[src/rtl/txq_pkg.sv]
`timescale 1ns/1ps
package txq_pkg;

    localparam int WORD_W    = 32;
    localparam int FLEN_W    = 12;
    localparam int IDX_W     = 15;
    localparam int ABORT_BIT = 15;
    localparam int EN_BIT    = 8;
    localparam int TXINT_BIT = 3;

    typedef enum logic [3:0] {
        SEL_DBASE = 4'd0,
        SEL_DLEN  = 4'd1,
        SEL_DCUR  = 4'd2,
        SEL_SBASE = 4'd3,
        SEL_SLEN  = 4'd4,
        SEL_SCUR  = 4'd5,
        SEL_ENQ   = 4'd6,
        SEL_CTRL  = 4'd7,
        SEL_IEN   = 4'd8,
        SEL_ISTS  = 4'd9,
        SEL_ICLR  = 4'd10
    } txq_sel_e;

    typedef struct packed {
        logic [WORD_W-1:0] buf_addr;
        logic              eof;
        logic [IDX_W-1:0]  idx;
        logic              abort;
        logic [FLEN_W-1:0] len;
    } txq_desc_t;

    typedef struct packed {
        logic       ok;
        logic       late_coll;
        logic       underrun;
        logic       excess_coll;
        logic [4:0] coll_cnt;
    } txq_result_t;

    // Fill the control fields of a descriptor from its second word.
    function automatic txq_desc_t take_ctl(input txq_desc_t d, input logic [WORD_W-1:0] w);
        txq_desc_t r;
        r       = d;
        r.eof   = w[31];
        r.idx   = w[30:16];
        r.abort = w[ABORT_BIT];
        r.len   = w[FLEN_W-1:0];
        return r;
    endfunction

    // Assemble one completion word.
    function automatic logic [WORD_W-1:0] make_status(input logic aborted,
                                                      input txq_result_t res,
                                                      input logic [IDX_W-1:0] idx);
        logic [WORD_W-1:0] s;
        s        = '0;
        s[31]    = 1'b1;
        s[30]    = res.ok & ~aborted;
        s[29]    = aborted;
        s[26]    = res.late_coll;
        s[25]    = res.underrun;
        s[24]    = res.excess_coll;
        s[20:16] = res.coll_cnt;
        s[14:0]  = idx;
        return s;
    endfunction

endpackage

[src/rtl/txq_ring_ptr.sv]
`timescale 1ns/1ps
module txq_ring_ptr #(
    parameter int RLEN_W = 16,
    parameter int STEP   = 8
) (
    input  logic              clk,
    input  logic              rst,
    input  logic              load,
    input  logic [31:0]       load_val,
    input  logic              step,
    input  logic [31:0]       base,
    input  logic [RLEN_W-1:0] len,
    output logic [31:0]       cur
);
    localparam logic [31:0] STEP_W = 32'(STEP);

    logic [31:0] nxt;
    logic [31:0] lim;

    assign nxt = cur + STEP_W;
    assign lim = base + 32'(len);

    always_ff @(posedge clk) begin
        if (rst)
            cur <= '0;
        else if (load)
            cur <= load_val;
        else if (step)
            cur <= (nxt >= lim) ? base : nxt;
    end

    // After a step the pointer is either one entry further or back at base.
    assert_ptr_wrap_R4: assert property (@(posedge clk) disable iff (rst)
        (step && !load) |=> (cur == $past(base)) || (cur == $past(cur) + STEP_W));

endmodule

[src/rtl/txq_regs.sv]
`timescale 1ns/1ps
module txq_regs
    import txq_pkg::*;
#(
    parameter int RLEN_W = 16,
    parameter int CNT_W  = 16
) (
    input  logic              clk,
    input  logic              rst,
    input  logic              reg_wr,
    input  logic              reg_rd,
    input  logic [3:0]        reg_sel,
    input  logic [31:0]       reg_wdata,
    output logic [31:0]       reg_rdata,
    input  logic [31:0]       desc_cur,
    input  logic [31:0]       stat_cur,
    input  logic              entry_done,
    output logic [31:0]       desc_base,
    output logic [RLEN_W-1:0] desc_len,
    output logic [31:0]       stat_base,
    output logic [RLEN_W-1:0] stat_len,
    output logic              desc_load,
    output logic              stat_load,
    output logic              run,
    output logic              irq
);
    txq_sel_e         sel;
    logic [CNT_W-1:0] pending;
    logic [CNT_W-1:0] add_cnt;
    logic             enable;
    logic             int_en;
    logic             int_sts;
    logic             enq_wr;

    assign sel       = txq_sel_e'(reg_sel);
    assign enq_wr    = reg_wr && (sel == SEL_ENQ);
    assign add_cnt   = enq_wr ? reg_wdata[CNT_W-1:0] : '0;
    assign desc_load = reg_wr && (sel == SEL_DBASE || sel == SEL_DCUR);
    assign stat_load = reg_wr && (sel == SEL_SBASE || sel == SEL_SCUR);

    always_ff @(posedge clk) begin
        if (rst) begin
            desc_base <= '0;
            desc_len  <= '0;
            stat_base <= '0;
            stat_len  <= '0;
            enable    <= 1'b0;
            int_en    <= 1'b0;
        end else if (reg_wr) begin
            case (sel)
                SEL_DBASE: desc_base <= reg_wdata;
                SEL_DLEN:  desc_len  <= reg_wdata[RLEN_W-1:0];
                SEL_SBASE: stat_base <= reg_wdata;
                SEL_SLEN:  stat_len  <= reg_wdata[RLEN_W-1:0];
                SEL_CTRL:  enable    <= reg_wdata[EN_BIT];
                SEL_IEN:   int_en    <= reg_wdata[TXINT_BIT];
                default: ;
            endcase
        end
    end

    always_ff @(posedge clk) begin
        if (rst)
            pending <= '0;
        else
            pending <= pending + add_cnt - CNT_W'(entry_done);
    end

    always_ff @(posedge clk) begin
        if (rst)
            int_sts <= 1'b0;
        else if (entry_done)
            int_sts <= 1'b1;
        else if (reg_rd && sel == SEL_ICLR)
            int_sts <= 1'b0;
    end

    assign run = enable && (pending != '0);
    assign irq = int_sts && int_en;

    always_comb begin
        reg_rdata = '0;
        case (sel)
            SEL_DBASE: reg_rdata = desc_base;
            SEL_DLEN:  reg_rdata = 32'(desc_len);
            SEL_DCUR:  reg_rdata = desc_cur;
            SEL_SBASE: reg_rdata = stat_base;
            SEL_SLEN:  reg_rdata = 32'(stat_len);
            SEL_SCUR:  reg_rdata = stat_cur;
            SEL_ENQ:   reg_rdata = 32'(pending);
            SEL_CTRL:  reg_rdata[EN_BIT] = enable;
            SEL_IEN:   reg_rdata[TXINT_BIT] = int_en;
            SEL_ISTS,
            SEL_ICLR:  reg_rdata[TXINT_BIT] = int_sts;
            default:   reg_rdata = '0;
        endcase
    end

    assert_no_underflow_R5: assert property (@(posedge clk) disable iff (rst)
        entry_done |-> (pending != '0));

    assert_pending_dec_R5: assert property (@(posedge clk) disable iff (rst)
        (entry_done && !enq_wr) |=> (pending == $past(pending) - 1'b1));

    assert_flag_set_R7: assert property (@(posedge clk) disable iff (rst)
        entry_done |=> int_sts);

endmodule

[src/rtl/txq_ctrl.sv]
`timescale 1ns/1ps
module txq_ctrl
    import txq_pkg::*;
(
    input  logic              clk,
    input  logic              rst,
    input  logic              run,
    input  logic [31:0]       desc_cur,
    input  logic [31:0]       stat_cur,
    output logic              mem_req,
    output logic              mem_we,
    output logic [31:0]       mem_addr,
    output logic [31:0]       mem_wdata,
    input  logic              mem_gnt,
    input  logic [31:0]       mem_rdata,
    output logic              mac_valid,
    input  logic              mac_ready,
    output logic [31:0]       mac_addr,
    output logic [FLEN_W-1:0] mac_len,
    output logic              mac_eof,
    output logic [IDX_W-1:0]  mac_index,
    input  logic              mac_done,
    input  txq_result_t       mac_res,
    output logic              desc_step,
    output logic              entry_done
);
    typedef enum logic [2:0] {
        S_IDLE, S_RD0, S_RD1, S_SEND, S_WAIT, S_WST
    } txq_state_e;

    txq_state_e  state;
    txq_desc_t   desc_q;
    txq_result_t res_q;
    logic        mem_rdata_unused;

    assign mem_rdata_unused = ^mem_rdata[14:12];

    always_ff @(posedge clk) begin
        if (rst) begin
            state  <= S_IDLE;
            desc_q <= '0;
            res_q  <= '0;
        end else begin
            case (state)
                S_IDLE: if (run) state <= S_RD0;
                S_RD0: if (mem_gnt) begin
                    desc_q.buf_addr <= mem_rdata;
                    state           <= S_RD1;
                end
                S_RD1: if (mem_gnt) begin
                    desc_q <= take_ctl(desc_q, mem_rdata);
                    res_q  <= '0;
                    state  <= mem_rdata[ABORT_BIT] ? S_WST : S_SEND;
                end
                S_SEND: if (mac_ready) state <= S_WAIT;
                S_WAIT: if (mac_done) begin
                    res_q <= mac_res;
                    state <= S_WST;
                end
                S_WST: if (mem_gnt) state <= S_IDLE;
                default: state <= S_IDLE;
            endcase
        end
    end

    always_comb begin
        mem_req   = 1'b0;
        mem_we    = 1'b0;
        mem_addr  = desc_cur;
        mem_wdata = '0;
        case (state)
            S_RD0: mem_req = 1'b1;
            S_RD1: begin
                mem_req  = 1'b1;
                mem_addr = desc_cur + 32'd4;
            end
            S_WST: begin
                mem_req   = 1'b1;
                mem_we    = 1'b1;
                mem_addr  = stat_cur;
                mem_wdata = make_status(desc_q.abort, res_q, desc_q.idx);
            end
            default: ;
        endcase
    end

    assign mac_valid  = (state == S_SEND);
    assign mac_addr   = desc_q.buf_addr;
    assign mac_len    = desc_q.len;
    assign mac_eof    = desc_q.eof;
    assign mac_index  = desc_q.idx;
    assign desc_step  = (state == S_RD1) && mem_gnt;
    assign entry_done = (state == S_WST) && mem_gnt;

    assert_mac_hold_R1: assert property (@(posedge clk) disable iff (rst)
        (mac_valid && !mac_ready) |=> mac_valid && $stable(mac_addr)
                                      && $stable(mac_index) && $stable(mac_len));

    assert_mem_hold_R9: assert property (@(posedge clk) disable iff (rst)
        (mem_req && !mem_gnt) |=> mem_req && $stable(mem_addr)
                                  && $stable(mem_we) && $stable(mem_wdata));

    assert_gate_R6: assert property (@(posedge clk) disable iff (rst)
        (state == S_IDLE && !run) |=> !mem_req);

    assert_abort_skip_R3: assert property (@(posedge clk) disable iff (rst)
        (state == S_RD1 && mem_gnt && mem_rdata[ABORT_BIT]) |=> (!mac_valid && mem_we));

    assert_one_user_R9: assert property (@(posedge clk) disable iff (rst)
        !(mac_valid && mem_req));

endmodule

[src/rtl/txq_engine.sv]
`timescale 1ns/1ps
module txq_engine
    import txq_pkg::*;
#(
    parameter int RLEN_W = 16,
    parameter int CNT_W  = 16
) (
    input  logic        clk,
    input  logic        rst,
    input  logic        reg_wr,
    input  logic        reg_rd,
    input  logic [3:0]  reg_sel,
    input  logic [31:0] reg_wdata,
    output logic [31:0] reg_rdata,
    output logic        irq,
    output logic        mem_req,
    output logic        mem_we,
    output logic [31:0] mem_addr,
    output logic [31:0] mem_wdata,
    input  logic        mem_gnt,
    input  logic [31:0] mem_rdata,
    output logic        mac_valid,
    input  logic        mac_ready,
    output logic [31:0] mac_addr,
    output logic [11:0] mac_len,
    output logic        mac_eof,
    output logic [14:0] mac_index,
    input  logic        mac_done,
    input  logic        mac_ok,
    input  logic        mac_late_coll,
    input  logic        mac_underrun,
    input  logic        mac_excess_coll,
    input  logic [4:0]  mac_coll_cnt
);
    localparam int DESC_BYTES = 8;
    localparam int STAT_BYTES = 4;

    logic [31:0]       desc_base, stat_base, desc_cur, stat_cur;
    logic [RLEN_W-1:0] desc_len, stat_len;
    logic              desc_load, stat_load, desc_step, entry_done, run;
    txq_result_t       mac_res;

    assign mac_res = '{ok: mac_ok, late_coll: mac_late_coll, underrun: mac_underrun,
                       excess_coll: mac_excess_coll, coll_cnt: mac_coll_cnt};

    txq_regs #(.RLEN_W(RLEN_W), .CNT_W(CNT_W)) u_regs (
        .clk(clk), .rst(rst), .reg_wr(reg_wr), .reg_rd(reg_rd), .reg_sel(reg_sel),
        .reg_wdata(reg_wdata), .reg_rdata(reg_rdata), .desc_cur(desc_cur),
        .stat_cur(stat_cur), .entry_done(entry_done), .desc_base(desc_base),
        .desc_len(desc_len), .stat_base(stat_base), .stat_len(stat_len),
        .desc_load(desc_load), .stat_load(stat_load), .run(run), .irq(irq)
    );

    txq_ring_ptr #(.RLEN_W(RLEN_W), .STEP(DESC_BYTES)) u_desc_ptr (
        .clk(clk), .rst(rst), .load(desc_load), .load_val(reg_wdata), .step(desc_step),
        .base(desc_base), .len(desc_len), .cur(desc_cur)
    );

    txq_ring_ptr #(.RLEN_W(RLEN_W), .STEP(STAT_BYTES)) u_stat_ptr (
        .clk(clk), .rst(rst), .load(stat_load), .load_val(reg_wdata), .step(entry_done),
        .base(stat_base), .len(stat_len), .cur(stat_cur)
    );

    txq_ctrl u_ctrl (
        .clk(clk), .rst(rst), .run(run), .desc_cur(desc_cur), .stat_cur(stat_cur),
        .mem_req(mem_req), .mem_we(mem_we), .mem_addr(mem_addr), .mem_wdata(mem_wdata),
        .mem_gnt(mem_gnt), .mem_rdata(mem_rdata), .mac_valid(mac_valid),
        .mac_ready(mac_ready), .mac_addr(mac_addr), .mac_len(mac_len), .mac_eof(mac_eof),
        .mac_index(mac_index), .mac_done(mac_done), .mac_res(mac_res),
        .desc_step(desc_step), .entry_done(entry_done)
    );

endmodule

[config.mk]
export PLATFORM = sky130hd
export DESIGN_NAME = txq_engine
export DESIGN_NICKNAME = d
export VERILOG_FILES = /design/src/rtl/txq_pkg.sv /design/src/rtl/txq_ring_ptr.sv /design/src/rtl/txq_regs.sv /design/src/rtl/txq_ctrl.sv /design/src/rtl/txq_engine.sv
export SDC_FILE = /design/constraint.sdc
export NUM_CORES = 1
export LEC_CHECK = 0
export ABC_AREA = 1
export ABC_CLOCK_PERIOD_IN_PS = 6550
export BUFFER_PORTS_ARGS = -buffer_cell sky130_fd_sc_hd__buf_4
export CELL_PAD_IN_SITES_DETAIL_PLACEMENT = 1
export CELL_PAD_IN_SITES_GLOBAL_PLACEMENT = 1
export CORE_MARGIN = 5
export CORE_UTILIZATION = 45
export CTS_CLUSTER_DIAMETER = 60
export DETAILED_ROUTE_END_ITERATION = 8
export MAX_ROUTING_LAYER = met4
export PLACE_DENSITY_LB_ADDON = 0.1
export SYNTH_ARGS = -nofsm -noshare
export SYNTH_HDL_FRONTEND = slang
export SYNTH_SLANG_ARGS = --single-unit
[constraint.sdc]
create_clock -name clk -period 6.55 [get_ports clk]
set_clock_uncertainty 0.1 [all_clocks]
set_input_delay 1.31 -clock clk [delete_from_list [all_inputs] [get_ports clk]]
set_output_delay 1.31 -clock clk [all_outputs]
set_load 0.005 [all_outputs]
## Yosys cells after proc, flatten, opt, wreduce, memory -nomap -nowiden

Cells that the tools add are included.

- Memories kept: 0
- Bits in read-only memories: 0
- Latch bits: 0
- Bits in writable memories: 0
- Input port bits: 84
- Output and inout bits: 160
- Logic and storage cells: 114
- Register bits: 252

- Eq/ne operators: 21
- Muxes and demuxes: 31
- Bitwise gates (word level): 3
- Divide/modulo/power cells: 0
- Shifts and indexed selects: 0
- $add $sub $neg: 7
- Magnitude comparators: 2
- $mul: 0
- Reductions and logical operators: 29

Operators with widths:

| kind | number |
|---|---|
| 2-to-1 mux 32 bit | 8 |
| case mux 23 bit (7 select lines) | 1 |
| case mux 32 bit (2 select lines) | 2 |
| adder 32 x 16 -> 32 bit | 2 |
| adder 32 x 3 -> 32 bit (second input constant) | 2 |
| >= comparator 32 bit | 2 |
| adder 32 x 4 -> 32 bit (second input constant) | 1 |
| case mux 4 bit (7 select lines) | 1 |
| 2-to-1 mux 3 bit | 7 |
| case mux 3 bit (7 select lines) | 1 |
| 2-to-1 mux 9 bit | 2 |
| case mux 3 bit (6 select lines) | 1 |
| case mux 9 bit (2 select lines) | 1 |
| adder 16 bit | 1 |
| equality test 4 x 3 -> 1 bit (second input constant) | 4 |
| 2-to-1 mux 16 bit | 1 |
| nonzero test 16 bit | 1 |
| subtractor 16 x 1 -> 16 bit | 1 |
| AND reduction 2 bit | 7 |
| equality test 4 bit (second input constant) | 3 |
| != test 2 bit (second input constant) | 5 |
| case mux 1 bit (9 select lines) | 1 |
| equality test 4 x 2 -> 1 bit (second input constant) | 2 |
| logical AND 1 bit | 8 |
| 17 further kinds | 28 |

## Depth between registers and ports, before layout

- Word-level depth: 5
- Gate-level depth with buffers: 25
- Gate-level depth less buffers: 24

## Cells and area by module

A second synthesis with hierarchy kept.

- Cells, all modules: 3332
- Area, all modules: 20865.0 um^2

Modules (own cells, without submodules):

| module | cells an instance | area an instance (um^2) | instances | seq. area each (um^2) |
|---|---|---|---|---|
| txq_regs | 984 | 6667.6 | 1 | 2302.2 |
| txq_ctrl | 800 | 4813.4 | 1 | 1461.4 |
| txq_ring_ptr (u_desc_ptr) | 809 | 4732.0 | 1 | 640.6 |
| txq_ring_ptr (u_stat_ptr) | 739 | 4652.0 | 1 | 640.6 |

## Worst setup path after synthesis

Ideal clock, no wire load.

- Kind: input -> register
- Start: input reg_sel[1]
- End: register u_regs.pending[11]
- Stages on the path: 19
- Arrival: 4.144 ns
- Data required time: 6.337 ns
- Slack: 2.193 ns
- Path buffers: 1
- Cells stage by stage: inv_1 nor2_1 inv_1 nor2_2 inv_1 nor2_1 clkbuf_1 nand2_1 ha_1 inv_1 ha_1 a21oi_1 nand2_1 a21oi_1 o21ai_0 a21boi_0 o21ai_0 nor2_1 nor2_1

- Word-level cells in the longest chain between the ends: 5

Ends and longest elaborated chain:

| item | RTL line | text |
|---|---|---|
| from (decl) | txq_engine.sv:12 | `input logic [3:0] reg_sel,` |
| equality test 4 x 3 -> 1 bit | txq_regs.sv:36 | `assign enq_wr = reg_wr && (sel == SEL_ENQ);` |
| logical AND 1 bit | txq_regs.sv:36 |  |
| 2-to-1 mux 16 bit | txq_regs.sv:37 | `assign add_cnt = enq_wr ? reg_wdata[CNT_W-1:0] : '0;` |
| adder 16 bit | txq_regs.sv:66 | `pending <= pending + add_cnt - CNT_W'(entry_done);` |
| subtractor 16 x 1 -> 16 bit | txq_regs.sv:66 |  |
| to (signal assigned) | txq_regs.sv:66 |  |
| to (decl) | txq_regs.sv:28 | `logic [CNT_W-1:0] pending;` |

Every way passes these cells.
A chain may end at the register's enable or synchronous reset.

## Worst setup path in the final report

- Start: register u_regs.desc_len[0]
- End: register u_desc_ptr.cur[2]

- Word-level cells in the longest chain between the ends: 5

Ends and longest elaborated chain:

| item | RTL line | text |
|---|---|---|
| from (decl) | txq_regs.sv:19 | `output logic [RLEN_W-1:0] desc_len,` |
| from (signal assigned) | txq_regs.sv:52 | `SEL_DLEN: desc_len <= reg_wdata[RLEN_W-1:0];` |
| adder 32 x 16 -> 32 bit | txq_ring_ptr.sv:21 | `assign lim = base + 32'(len);` |
| >= comparator 32 bit | txq_ring_ptr.sv:29 | `cur <= (nxt >= lim) ? base : nxt;` |
| 2-to-1 mux 32 bit | txq_ring_ptr.sv:29 |  |
| 2-to-1 mux 32 bit | txq_ring_ptr.sv:28 | `else if (step)` |
| 2-to-1 mux 32 bit | txq_ring_ptr.sv:26 | `else if (load)` |
| to (signal assigned) | txq_ring_ptr.sv:27 | `cur <= load_val;` |
| to (signal assigned) | txq_ring_ptr.sv:29 |  |
| to (decl) | txq_ring_ptr.sv:13 | `output logic [31:0] cur` |

Every way passes these cells. The select of a mux whose other input is x is not followed.

==> results.cfg <==
[clock_network]
cts_resized = 0
cts-buffers-inserted = 38
root_buffer = clkbuf_16
cts_buffer_depth = 3
cts_tree = yes
clock-sinks = 252
h-tree-depth = 2
postCtsSetupBuffers = 0
clk_pin_slew_ps = 60
insertion_delay_ps = 590
cts_hold_buf = 0

[global_routing]
grt_pass1_wl_mm = 133
gr-usage-all-layers = 0.368
grt_max_degree = 165
antenna_found_initial = 0
grt_pass1_vias = 22900
grt-ovfl-total = 0

[yosys]
synth.avg_cell_area_sq_um = 6.38
synthFlopType = dfxtp_1
yosysTopAreaCellShare = 0.262
yosysWarnings = 0
synth_cells = 3019
yosysTopAreaCell = dfxtp_1
netlist_area_sq_um = 19300
synthTopCellsByArea = dfxtp_1, nand2_1, ha_1
yosysUniqueCellTypes = 49
synth.ff_latch_count = 252
async_reset_ff_frac = 0
synth_edf_count = 0
seq_area_frac_synth = 0.262

[drt]
routed-wl-met3_mm = 7.19
wl_per_cell_um = 23.7
drc = 0
viasPerCell = 6.01
wl_met1_mm = 34.7
dr.max_layer_used = met4
wl_met2_mm = 39.8
dr_total_vias = 22200
first_iter_violations = 1989
ant_nets = 0
wl_mm = 87.3
first_pass_iters = 8

[status]
status = finished, final reports clean

[finish]
final_cell_mix = nand2_1, inv_1, a21oi_1
final_common_cell = nand2_1
area_delta_synth_final_pct = 15.1
stdcell_count = 3687
nNetsFinal = 3334
post-route-util = 0.527
antennaDiodeCount = 0
final_layout_size_suffix_gt1_frac = 0.109

[placement]
portBuffers = 237
gp_congestion = 0.993
hpwl_mm = 65.9
place_inst = 3617

[timing]
period_share = 0.831
max_freq_mhz = 184
rsz0062_at_grt = no
worst_pin_slew_ps = 1220
hold_violations = 0
period_needed_ps = 5440
slew-limit-headroom = 0.190
setup_violations = 0
report.final.slew_viol_count = 0
setup_tns_ps = 0

[floorplanning]
io-pin-count = 244
dieWidth_um = 217
core_sq_um = 42100
die_y_um = 217
initial_core_util = 0.457
die_area_sq_um = 47100
rows = 75

[power_and_ir_drop]
p_leak_nw = 9.89
power_density_nw_per_um2 = 269
ir_drop_uv = 266

[setup_path]
path_common_cell = nand2_1
crit_fanout = 18
arrival_ps = 5850
crit_cells = 24
cpPeakStageDelay_ps = 570
crit_path_end_kind = flip-flop
path_class = flip-flop to flip-flop
critPathTopFamily = simple AND/OR/NAND/NOR gates
cpMaxStageDelayCell = o21ai_0
rr_worst_depth = 24
crit_required_ps = 6960
cp_num_buf_inv = 3
critPathLaunchType = flip-flop
crit_chain = ha_1, inv_1, fa_1, nand3b_1, nand2_1, a21oi_1, o21ai_0, a21oi_1, nor2_1, nand4_1, nand2_1, inv_1, ha_1, nand2_1, nor2_1, nand4_1, a21oi_1, nor2_2, nand2_1, buf_4, nand2_1, nand2_1, nand2_1, a21oi_1

[hold_path]
min_path_type = flip-flop to flip-flop
hold_depth = 2

[run]
cap_violations = 0
-- cells in the mapped netlist, types with 41 or more instances --
cell type and number:
nand2_1 575, inv_1 421, nand3_1 190, ha_1 129
buf_4 71, xor2_1 71, clkbuf_1 100, o21ai_0 256
a21oi_1 294, o22ai_1 47, nand4_1 41, nor2_1 288
dfxtp_1 252
-- tightest hold or removal path: stages (launching register included) --
cell and delay (ps):
dfxtp_1 300, inv_1 60, a211oi_1 60
-- path summary, 6_finish.rpt --
path                                                 startpoint                             end  slack [ps]
worst min register to register     u_ctrl.res_q[1]$_SDFFE_PP0P_    u_ctrl.res_q[1]$_SDFFE_PP0P_         370
worst max register to register  u_regs.desc_len[0]$_SDFFE_PP0P_  u_desc_ptr.cur[2]$_SDFFE_PP0P_        1110
worst min-delay path               u_ctrl.res_q[1]$_SDFFE_PP0P_    u_ctrl.res_q[1]$_SDFFE_PP0P_         370
worst max-delay path            u_regs.desc_len[0]$_SDFFE_PP0P_  u_desc_ptr.cur[2]$_SDFFE_PP0P_        1110
-- cells by family (layout without fill, tap and decap cells) --
logic type	Yosys count	count (layout)	synth area share
flops	252	252	0.262
buf+inv	629	753	0.138
other cells	1	6	0.000195
simple gates	1177	1177	0.257
fa+ha+maj	132	132	0.0869
xor+xnor	90	90	0.0409
compound gates	738	738	0.215
-- area by class of cell --
| class | count | area (sq um) |
|---|---|---|
| tap | 539 | 674 |
| sequential | 252 | 5040 |
| inverter | 431 | 1620 |
| clock buffer | 49 | 1050 |
| clock inverter | 21 | 302 |
| timing repair buffer | 252 | 1890 |
| multi-input combinational | 2143 | 11600 |
| fill | 5712 | 19900 |
-- power by group --
part,leakage (nW),switching [mW],internal [mW],total [mW]
Sequential,2.05,0.125,1.70,1.82
Combinational,7.18,1.29,0.623,1.91
Clock,0.660,0.870,1.36,2.23
-- registers in the layout, indices dropped and copies added (netlist names), 3 cells and up --
name and flops:
u_regs.stat_len 16, u_ctrl.mac_index 15, u_ctrl.mac_addr 32, u_regs.stat_base 32
u_regs.desc_base 32, u_ctrl.state 3, u_stat_ptr.cur 32, u_desc_ptr.cur 32
u_ctrl.res_q 9, u_ctrl.mac_len 12, u_regs.pending 16, u_regs.desc_len 16
-- per-layer routing --
layer | vias to the layer above | global-route usage
li1 | 10100 | -
met1 | 10700 | 0.436
met2 | 1023 | 0.597
met3 | 314 | 0.0753
met4 | 0 | 0.185
met5 | - | -
-- through the flow --
stage	total power, mW	setup slack, ps	hold WS (ps)	instance area (sq um)
after global routing	6.27	803	406	22200
final	5.96	1110	366	22200
after floorplan	3.10	2190	337	19300
after detailed placement	3.72	1300	360	20800
after CTS	5.94	1240	369	22200
after global placement	3.64	1470	350	20800
No activity file was read; power rests on OpenSTA's default activity.
